### config.mk
export PLATFORM = sky130hd
export DESIGN_NAME = rgbChanRegs
export DESIGN_NICKNAME = d
export VERILOG_FILES = /design/src/rtl/rgbRegPkg.sv /design/src/rtl/rgbRegCtl.sv /design/src/rtl/rgbRegDp.sv /design/src/rtl/rgbChanRegs.sv
export SDC_FILE = /design/constraint.sdc
export NUM_CORES = 1
export LEC_CHECK = 0
export ABC_CLOCK_PERIOD_IN_PS = 1750
export BUFFER_PORTS_ARGS = -buffer_cell sky130_fd_sc_hd__buf_2
export CAP_MARGIN = 20
export CORE_MARGIN = 3
export CORE_UTILIZATION = 52
export CTS_CLUSTER_DIAMETER = 40
export DETAILED_ROUTE_END_ITERATION = 10
export GPL_TIMING_DRIVEN = 0
export PLACE_DENSITY = 0.8
export SYNTH_ARGS = -nofsm -noshare
export SYNTH_HDL_FRONTEND = slang
export SYNTH_SLANG_ARGS = --single-unit
### constraint.sdc
create_clock -name clk -period 1.75 [get_ports clk]
set_input_delay 0.35 -clock clk [delete_from_list [all_inputs] [get_ports clk]]
set_output_delay 0.35 -clock clk [all_outputs]
set_load 0.01 [all_outputs]
### src/rtl/rgbRegPkg.sv
package rgbRegPkg;
  localparam int CH_COUNT = 3;
  localparam int CH_W     = $clog2(CH_COUNT);

  typedef enum logic [1:0] {
    RD_NONE  = 2'd0,
    RD_SETUP = 2'd1,
    RD_OFF   = 2'd2,
    RD_GAIN  = 2'd3
  } rdKind_t;

  typedef struct packed {
    logic                setupWr;
    logic [CH_COUNT-1:0] offWr;
    logic [CH_COUNT-1:0] gainWr;
    rdKind_t             rdKind;
    logic [CH_W-1:0]     rdCh;
  } regStrobes_t;
endpackage

### src/rtl/rgbRegCtl.sv
module rgbRegCtl
  import rgbRegPkg::*;
#(
  parameter int ADDR_W = 4
) (
  input  logic              wrEn,
  input  logic [ADDR_W-1:0] addr,
  output regStrobes_t       strobes
);
  localparam int SETUP_ADDR = 0;
  localparam int OFF_BASE   = SETUP_ADDR + 1;
  localparam int OFF_ALL    = OFF_BASE + CH_COUNT;
  localparam int GAIN_BASE  = OFF_ALL + 1;
  localparam int GAIN_ALL   = GAIN_BASE + CH_COUNT;

  always_comb begin
    strobes = '0;
    strobes.rdKind = RD_NONE;
    if (addr == ADDR_W'(SETUP_ADDR)) begin
      strobes.rdKind  = RD_SETUP;
      strobes.setupWr = wrEn;
    end
    if (addr == ADDR_W'(OFF_ALL)) begin
      strobes.rdKind = RD_OFF;
      strobes.offWr  = {CH_COUNT{wrEn}};
    end
    if (addr == ADDR_W'(GAIN_ALL)) begin
      strobes.rdKind = RD_GAIN;
      strobes.gainWr = {CH_COUNT{wrEn}};
    end
    for (int ch = 0; ch < CH_COUNT; ch++) begin
      if (addr == ADDR_W'(OFF_BASE + ch)) begin
        strobes.rdKind    = RD_OFF;
        strobes.rdCh      = CH_W'(ch);
        strobes.offWr[ch] = wrEn;
      end
      if (addr == ADDR_W'(GAIN_BASE + ch)) begin
        strobes.rdKind     = RD_GAIN;
        strobes.rdCh       = CH_W'(ch);
        strobes.gainWr[ch] = wrEn;
      end
    end
  end
endmodule

### src/rtl/rgbRegDp.sv
module rgbRegDp
  import rgbRegPkg::*;
#(
  parameter int          DATA_W    = 8,
  parameter int          DLY_W     = 2,
  parameter logic [DATA_W-1:0] OFF_RST   = 8'h80,
  parameter logic [DATA_W-1:0] GAIN_RST  = 8'h00,
  parameter logic [DLY_W-1:0]  DLY_RST   = 2'b11,
  parameter logic [DLY_W-1:0]  DLY_BAD   = 2'b11,
  parameter logic [DATA_W-1:0] SETUP_FIX = 8'h80
) (
  input  logic                       clk,
  input  logic                       rstN,
  input  regStrobes_t                strobes,
  input  logic [DATA_W-1:0]          wrData,
  output logic [DATA_W-1:0]          rdData,
  output logic [CH_COUNT*DATA_W-1:0] offsetCodes,
  output logic [CH_COUNT*DATA_W-1:0] gainCodes,
  output logic [DLY_W-1:0]           dlySel
);
  logic [DATA_W-1:0] offReg  [CH_COUNT];
  logic [DATA_W-1:0] gainReg [CH_COUNT];
  logic [DLY_W-1:0]  dlyReg;
  logic [DATA_W-1:0] setupView;

  for (genvar ch = 0; ch < CH_COUNT; ch++) begin : g_chan
    always_ff @(posedge clk or negedge rstN) begin
      if (!rstN) begin
        offReg[ch]  <= OFF_RST;
        gainReg[ch] <= GAIN_RST;
      end else begin
        if (strobes.offWr[ch])  offReg[ch]  <= wrData;
        if (strobes.gainWr[ch]) gainReg[ch] <= wrData;
      end
    end
    assign offsetCodes[ch*DATA_W +: DATA_W] = offReg[ch];
    assign gainCodes[ch*DATA_W +: DATA_W]   = gainReg[ch];
  end

  always_ff @(posedge clk or negedge rstN) begin
    if (!rstN)
      dlyReg <= DLY_RST;
    else if (strobes.setupWr && (wrData[DLY_W-1:0] != DLY_BAD))
      dlyReg <= wrData[DLY_W-1:0];
  end

  assign dlySel    = dlyReg;
  assign setupView = {SETUP_FIX[DATA_W-1:DLY_W], dlyReg};

  always_comb begin
    unique case (strobes.rdKind)
      RD_SETUP: rdData = setupView;
      RD_OFF:   rdData = offReg[strobes.rdCh];
      RD_GAIN:  rdData = gainReg[strobes.rdCh];
      default:  rdData = '0;
    endcase
  end
endmodule

### src/rtl/rgbChanRegs.sv
module rgbChanRegs
  import rgbRegPkg::*;
#(
  parameter int ADDR_W = 4,
  parameter int DATA_W = 8,
  parameter int DLY_W  = 2
) (
  input  logic                       clk,
  input  logic                       rstN,
  input  logic                       wrEn,
  input  logic [ADDR_W-1:0]          addr,
  input  logic [DATA_W-1:0]          wrData,
  output logic [DATA_W-1:0]          rdData,
  output logic [CH_COUNT*DATA_W-1:0] offsetCodes,
  output logic [CH_COUNT*DATA_W-1:0] gainCodes,
  output logic [DLY_W-1:0]           dlySel
);
  regStrobes_t strobes;

  rgbRegCtl #(.ADDR_W(ADDR_W)) i_ctl (
    .wrEn    (wrEn),
    .addr    (addr),
    .strobes (strobes)
  );

  rgbRegDp #(.DATA_W(DATA_W), .DLY_W(DLY_W)) i_dp (
    .clk         (clk),
    .rstN        (rstN),
    .strobes     (strobes),
    .wrData      (wrData),
    .rdData      (rdData),
    .offsetCodes (offsetCodes),
    .gainCodes   (gainCodes),
    .dlySel      (dlySel)
  );
endmodule

# --- After elaboration in Yosys (flattened, before gate mapping) ---
# Index checks and enable logic that the tools add are counted.
# Widths: inputs -> output; s select.
word_totals:
  inputBits: 15
  reg_bits: 50
  output_inout_bits: 58
  word_cells: 46
classes:
  bitwise_logic: 1
  order_cmp: 1
  n_mux: 23
  n_reduce_logical: 2
  n_eq_ne: 12
op_table:
  columns: ["operator", "count"]
  rows:
  - ["$bmux 8 s2", 2]
  - ["$mux 8", 4]
  - ["$pmux 8 s3", 1]
  - ["$mux 4", 5]
  - ["$eq 4x3->1 const B", 4]
  - ["$mux 5", 2]
  - ["$eq 4x2->1 const B", 2]
  - ["$mux 1", 7]
  - ["$eq 2x2->1 const B", 2]
  - ["$eq 4x1->1 const B", 1]
  - ["$eq 4x4->1 const B", 1]
  - ["$logic_not 4->1", 1]
  - ["$ge 3x3->1 const B", 1]
  - ["$mux 3", 1]
  - ["$not 2->3", 1]
  - ["$eq 2x1->1 const B", 1]
  - ["$mux 2", 1]
  - ["$ne 2x2->1 const B", 1]
  - ["$logic_and 1x1->1", 1]

# --- Depth between registers and ports, before layout ---
logic_depth:
  ltp_word: 15
  depth_mapped: 6
  ltp_nobuf: 4

# --- Cells and area by module ---
# From an unflattened synthesis, not the netlist that was laid out.
hier_totals:
  cells_unflattened: 194
  area_unflattened_um2: 2497.4
modules_own_cells:
  columns: ["mod", "area_each_um2", "instances", "seq_area_each_um2", "cells_each"]
  rows:
  - ["rgbRegDp", 2296.0, 1, 1257.5, 164]
  - ["rgbRegCtl", 201.4, 1, 0.0, 30]

# --- Least setup slack after synthesis ---
# Ideal clock, no wire load.
synth_path:
  path_type: "input to output"
  startpoint: "input addr[1]"
  endpoint: "output rdData[2]"
  arrival_time_ps: 1503
  path_stages: 6
  path_buffers: 2
  required_ps: 1400
  path_slack_ps: -103
  path_cell_list: "buf_6 buf_2 nor2_4 nand2_1 a31o_2 a221oi_1"
synth_between:
  elab_chain_len: 12
synth_lines:
  columns: ["element", "line", "source"]
  rows:
  - ["start, declared", "rgbChanRegs.sv:11", "input logic [ADDR_W-1:0] addr,"]
  - ["$logic_not 4->1", "rgbRegCtl.sv:19", "if (addr == ADDR_W'(SETUP_ADDR)) begin"]
  - ["$mux 1", "rgbRegCtl.sv:19", null]
  - ["$mux 2", "rgbRegCtl.sv:23", "if (addr == ADDR_W'(OFF_ALL)) begin"]
  - ["$mux 5", "rgbRegCtl.sv:27", "if (addr == ADDR_W'(GAIN_ALL)) begin"]
  - ["$mux 4", "rgbRegCtl.sv:32", "if (addr == ADDR_W'(OFF_BASE + ch)) begin"]
  - ["$mux 5", "rgbRegCtl.sv:37", "if (addr == ADDR_W'(GAIN_BASE + ch)) begin"]
  - ["$mux 4", "rgbRegCtl.sv:32", null]
  - ["$mux 4", "rgbRegCtl.sv:37", null]
  - ["$mux 4", "rgbRegCtl.sv:32", null]
  - ["$mux 4 (*)", "rgbRegCtl.sv:37", null]
  - ["$eq 2x2->1 or $eq 2x1->1 (tied branches)", "rgbRegDp.sv:51", "unique case (strobes.rdKind)"]
  - ["$pmux 8 s3 (*)", "rgbRegDp.sv:51", null]
  - ["end, declared", "rgbChanRegs.sv:13", "output logic [DATA_W-1:0] rdData,"]
# Every way passes the cells marked *; elsewhere a longest branch is shown, timed or not. The select of a mux whose other input is x is not followed.

# --- Worst setup path in the final report ---
layout_path:
  startpoint: "input addr[0]"
  endpoint: "output rdData[2]"
# Same word-level chain as after synthesis.

==> metrics.cfg <==
[setup_path]
cp-start-kind=primary input
end_kind=output port
required_ns=1.40
reg2reg_from=i_dp.offsetCodes[7]
slowest_stage=and2b_4
crit_type=primary input to output port
path_max_fanout=6
worstPathCellList=buf_8, buf_6, and2b_4, a221oi_1, a31o_2, a221oi_2, buf_2
crit_arrival_ns=1.66
crit_start=addr[0]
cp_slowest_stage_delay_ns=0.30

[die]
core_area_um2=4790
core.rowCount=25
initial_core_util=0.542
die_area_um2=5870
ios=73
die_w_um=76.6
die_y_um=76.6

[placed_design]
post-place-ws_ns=-0.437
place.gp.congestion=0.844
hpwl_um=4600
place.port_buffers=71

[yosys]
synth_fp_nets=216
synth_seq_cells=50
yosys.area_share.simple=0.0878
synthCells=201
synth_cell_types=37
synthAdderAreaFrac=0
synth_top_family_by_area=multiplexers
synth-xor-area-share=0.00675
ys_seq_area_frac=0.485
ys_warn_count=0
syn_area_um2=2590
yosys.area.top_type=dfrtp_1
synth_flop_cell=dfrtp_1
yosys-top-cells-area=dfrtp_1 (43%), mux2_2 (20%), a221oi_1 (5.4%)
ys_async_sr_fraction=1.00
synth_top_area_frac=0.434
syn_avg_cell_area_um2=12.9
synth_compound_area_frac=0.125
synth_edf_count=0
synthMuxAreaShare=0.259

[route]
num_vias=2182
drt-vias-per-instance=5.96
avgRoutedWirePerCell_um=19.9
drc=0
ant_nets=0
routed_wl_um=7270
drtIter0Drc=172
drtPass1Iterations=4

[layout]
layout-drive-gt1-share=0.666
fin_nets=313
diodes=0
syn_to_final_growth_pct=34.9

[timing]
finalCritPeriodShare=1.15
relSlewSlack=0.607
finalWorstSetupSlack_ns=-0.257
finClkSkew_ns=0
period_needed_ns=2.01
worst_slew_pin_slew_ns=0.588
final-hold-violation-count=0
rsz0062_at_grt=true
hold_ws_ns=0.324
setup_viol=8
max_freq_mhz=498
slew_violations=0

[clocking]
clkSinkCount=50
cts_root_buffer=clkbuf_8
insertion_delay_ns=0.31
numCtsBuffers=5
htreeDepth=2
clkTransAtPathRegs_ns=0.10
clockBufferDepth=2
cts_tree=built

[grt]
grt_pass1_vias=2028
grt_pass1_wl_um=11300
grt_max_degree=51
antenna_found_initial=0
grt-ovfl-total=0
grt_usage=0.244

[job]
maxCapViolCount=0

[pwr]
cellLeakagePower_uw=0.00160
power.density_nw_per_um2=1080
ir_drop_mv=0.766

[status]
violations=negative setup slack
status=finished with violations

[worst_hold_path]
hold_path_class=primary input to flip-flop
worstHoldStart=wrData[7]

final cells by class:
type	instances	area [um2]
multi-input combinational	136	1380
fill	313	1290
sequential	50	1260
timing repair buffer	90	537
buffer	13	134
tap	67	83.8
clock buffer	5	68.8
clock inverter	3	28.8
inverter	2	7.51
worst paths after layout:
path,cells past startpoint,endpoint,slack [ns]
max reg2reg,2,i_dp.offsetCodes[7],0.88
min,2,i_dp.offsetCodes[15],0.32
min reg2reg,1,i_dp.dlySel[0],0.54
max in group asynchronous,3,i_dp.dlySel[1],0.78
min in group asynchronous,2,i_dp.offsetCodes[12],0.42
max,7,rdData[2],-0.26
timing repair:
| item | CTS | global route |
|---|---|---|
| endpoints found under the setup margin | 8 | 8 |
| resized for setup | 27 | 19 |
| hold buffers | 0 | 1 |
| setup buffers | 10 | 7 |
| endpoints found under the hold margin | 0 | 9 |
| pin swaps | 6 | 14 |
layout by cell type (no fill, tap or decap), types with 6 or more instances in the layout:
cell and n:
nand2_1 13, a221oi_2 9, a221oi_1 6, mux2_2 43
mux2_4 10, dfrtp_1 45, clkbuf_8 6, buf_2 71
buf_4 18
Yosys cell counts (all sizes together) (3+ instances only):
cell type / number
a221oi: 16
dfrtp: 45
a31o: 5
clkbuf: 3
dfstp: 5
nor2: 8
buf: 10
a22oi: 5
mux2: 53
nand2: 15
nand2b: 3
worst max-delay path, delay by kind of cell:
kind | cells | cell delay (ns)
AO/OA/AOI/OAI | 3 | 0.61
buffers and inverters | 3 | 0.41
AND/OR/NAND/NOR | 1 | 0.30
routing by layer:
metal	up-vias	routed length, um	GRT usage
li1	968	-	-
met1	1105	3080	0.338
met2	95	3600	0.387
met3	14	464	0.0508
met4	0	129	0.0743
met5	-	0	0
logic make-up after synthesis:
kind of cell	Yosys count
buf+inv	15
compound gates	40
xor+xnor	2
mux	55
flops	50
simple gates	39
flip-flops by register name, indices dropped and copies added (netlist names):
register	flops
i_dp.gainCodes	24
i_dp.offsetCodes	24
i_dp.dlySel	2
report_power, final:
group	internal (uW)	leakage, uW	switching, uW
Sequential	1470	0.000593	286
Combinational	708	0.000958	595
Clock	297	0.0000502	427
through the flow:
step                      power, uW   util  TNS (ns)  instances  cell area, um2
after floorplan                2410      -         0        201            2630
after global placement         2890  0.640     -5.47        339            3060
after detailed placement       2920  0.640     -5.84        339            3060
after CTS                      3700  0.695     -1.38        357            3330
after global routing           3990  0.731     -1.96        366            3500
final                          3790  0.731     -1.47        366            3500
Power figures use the tool's default switching activity.
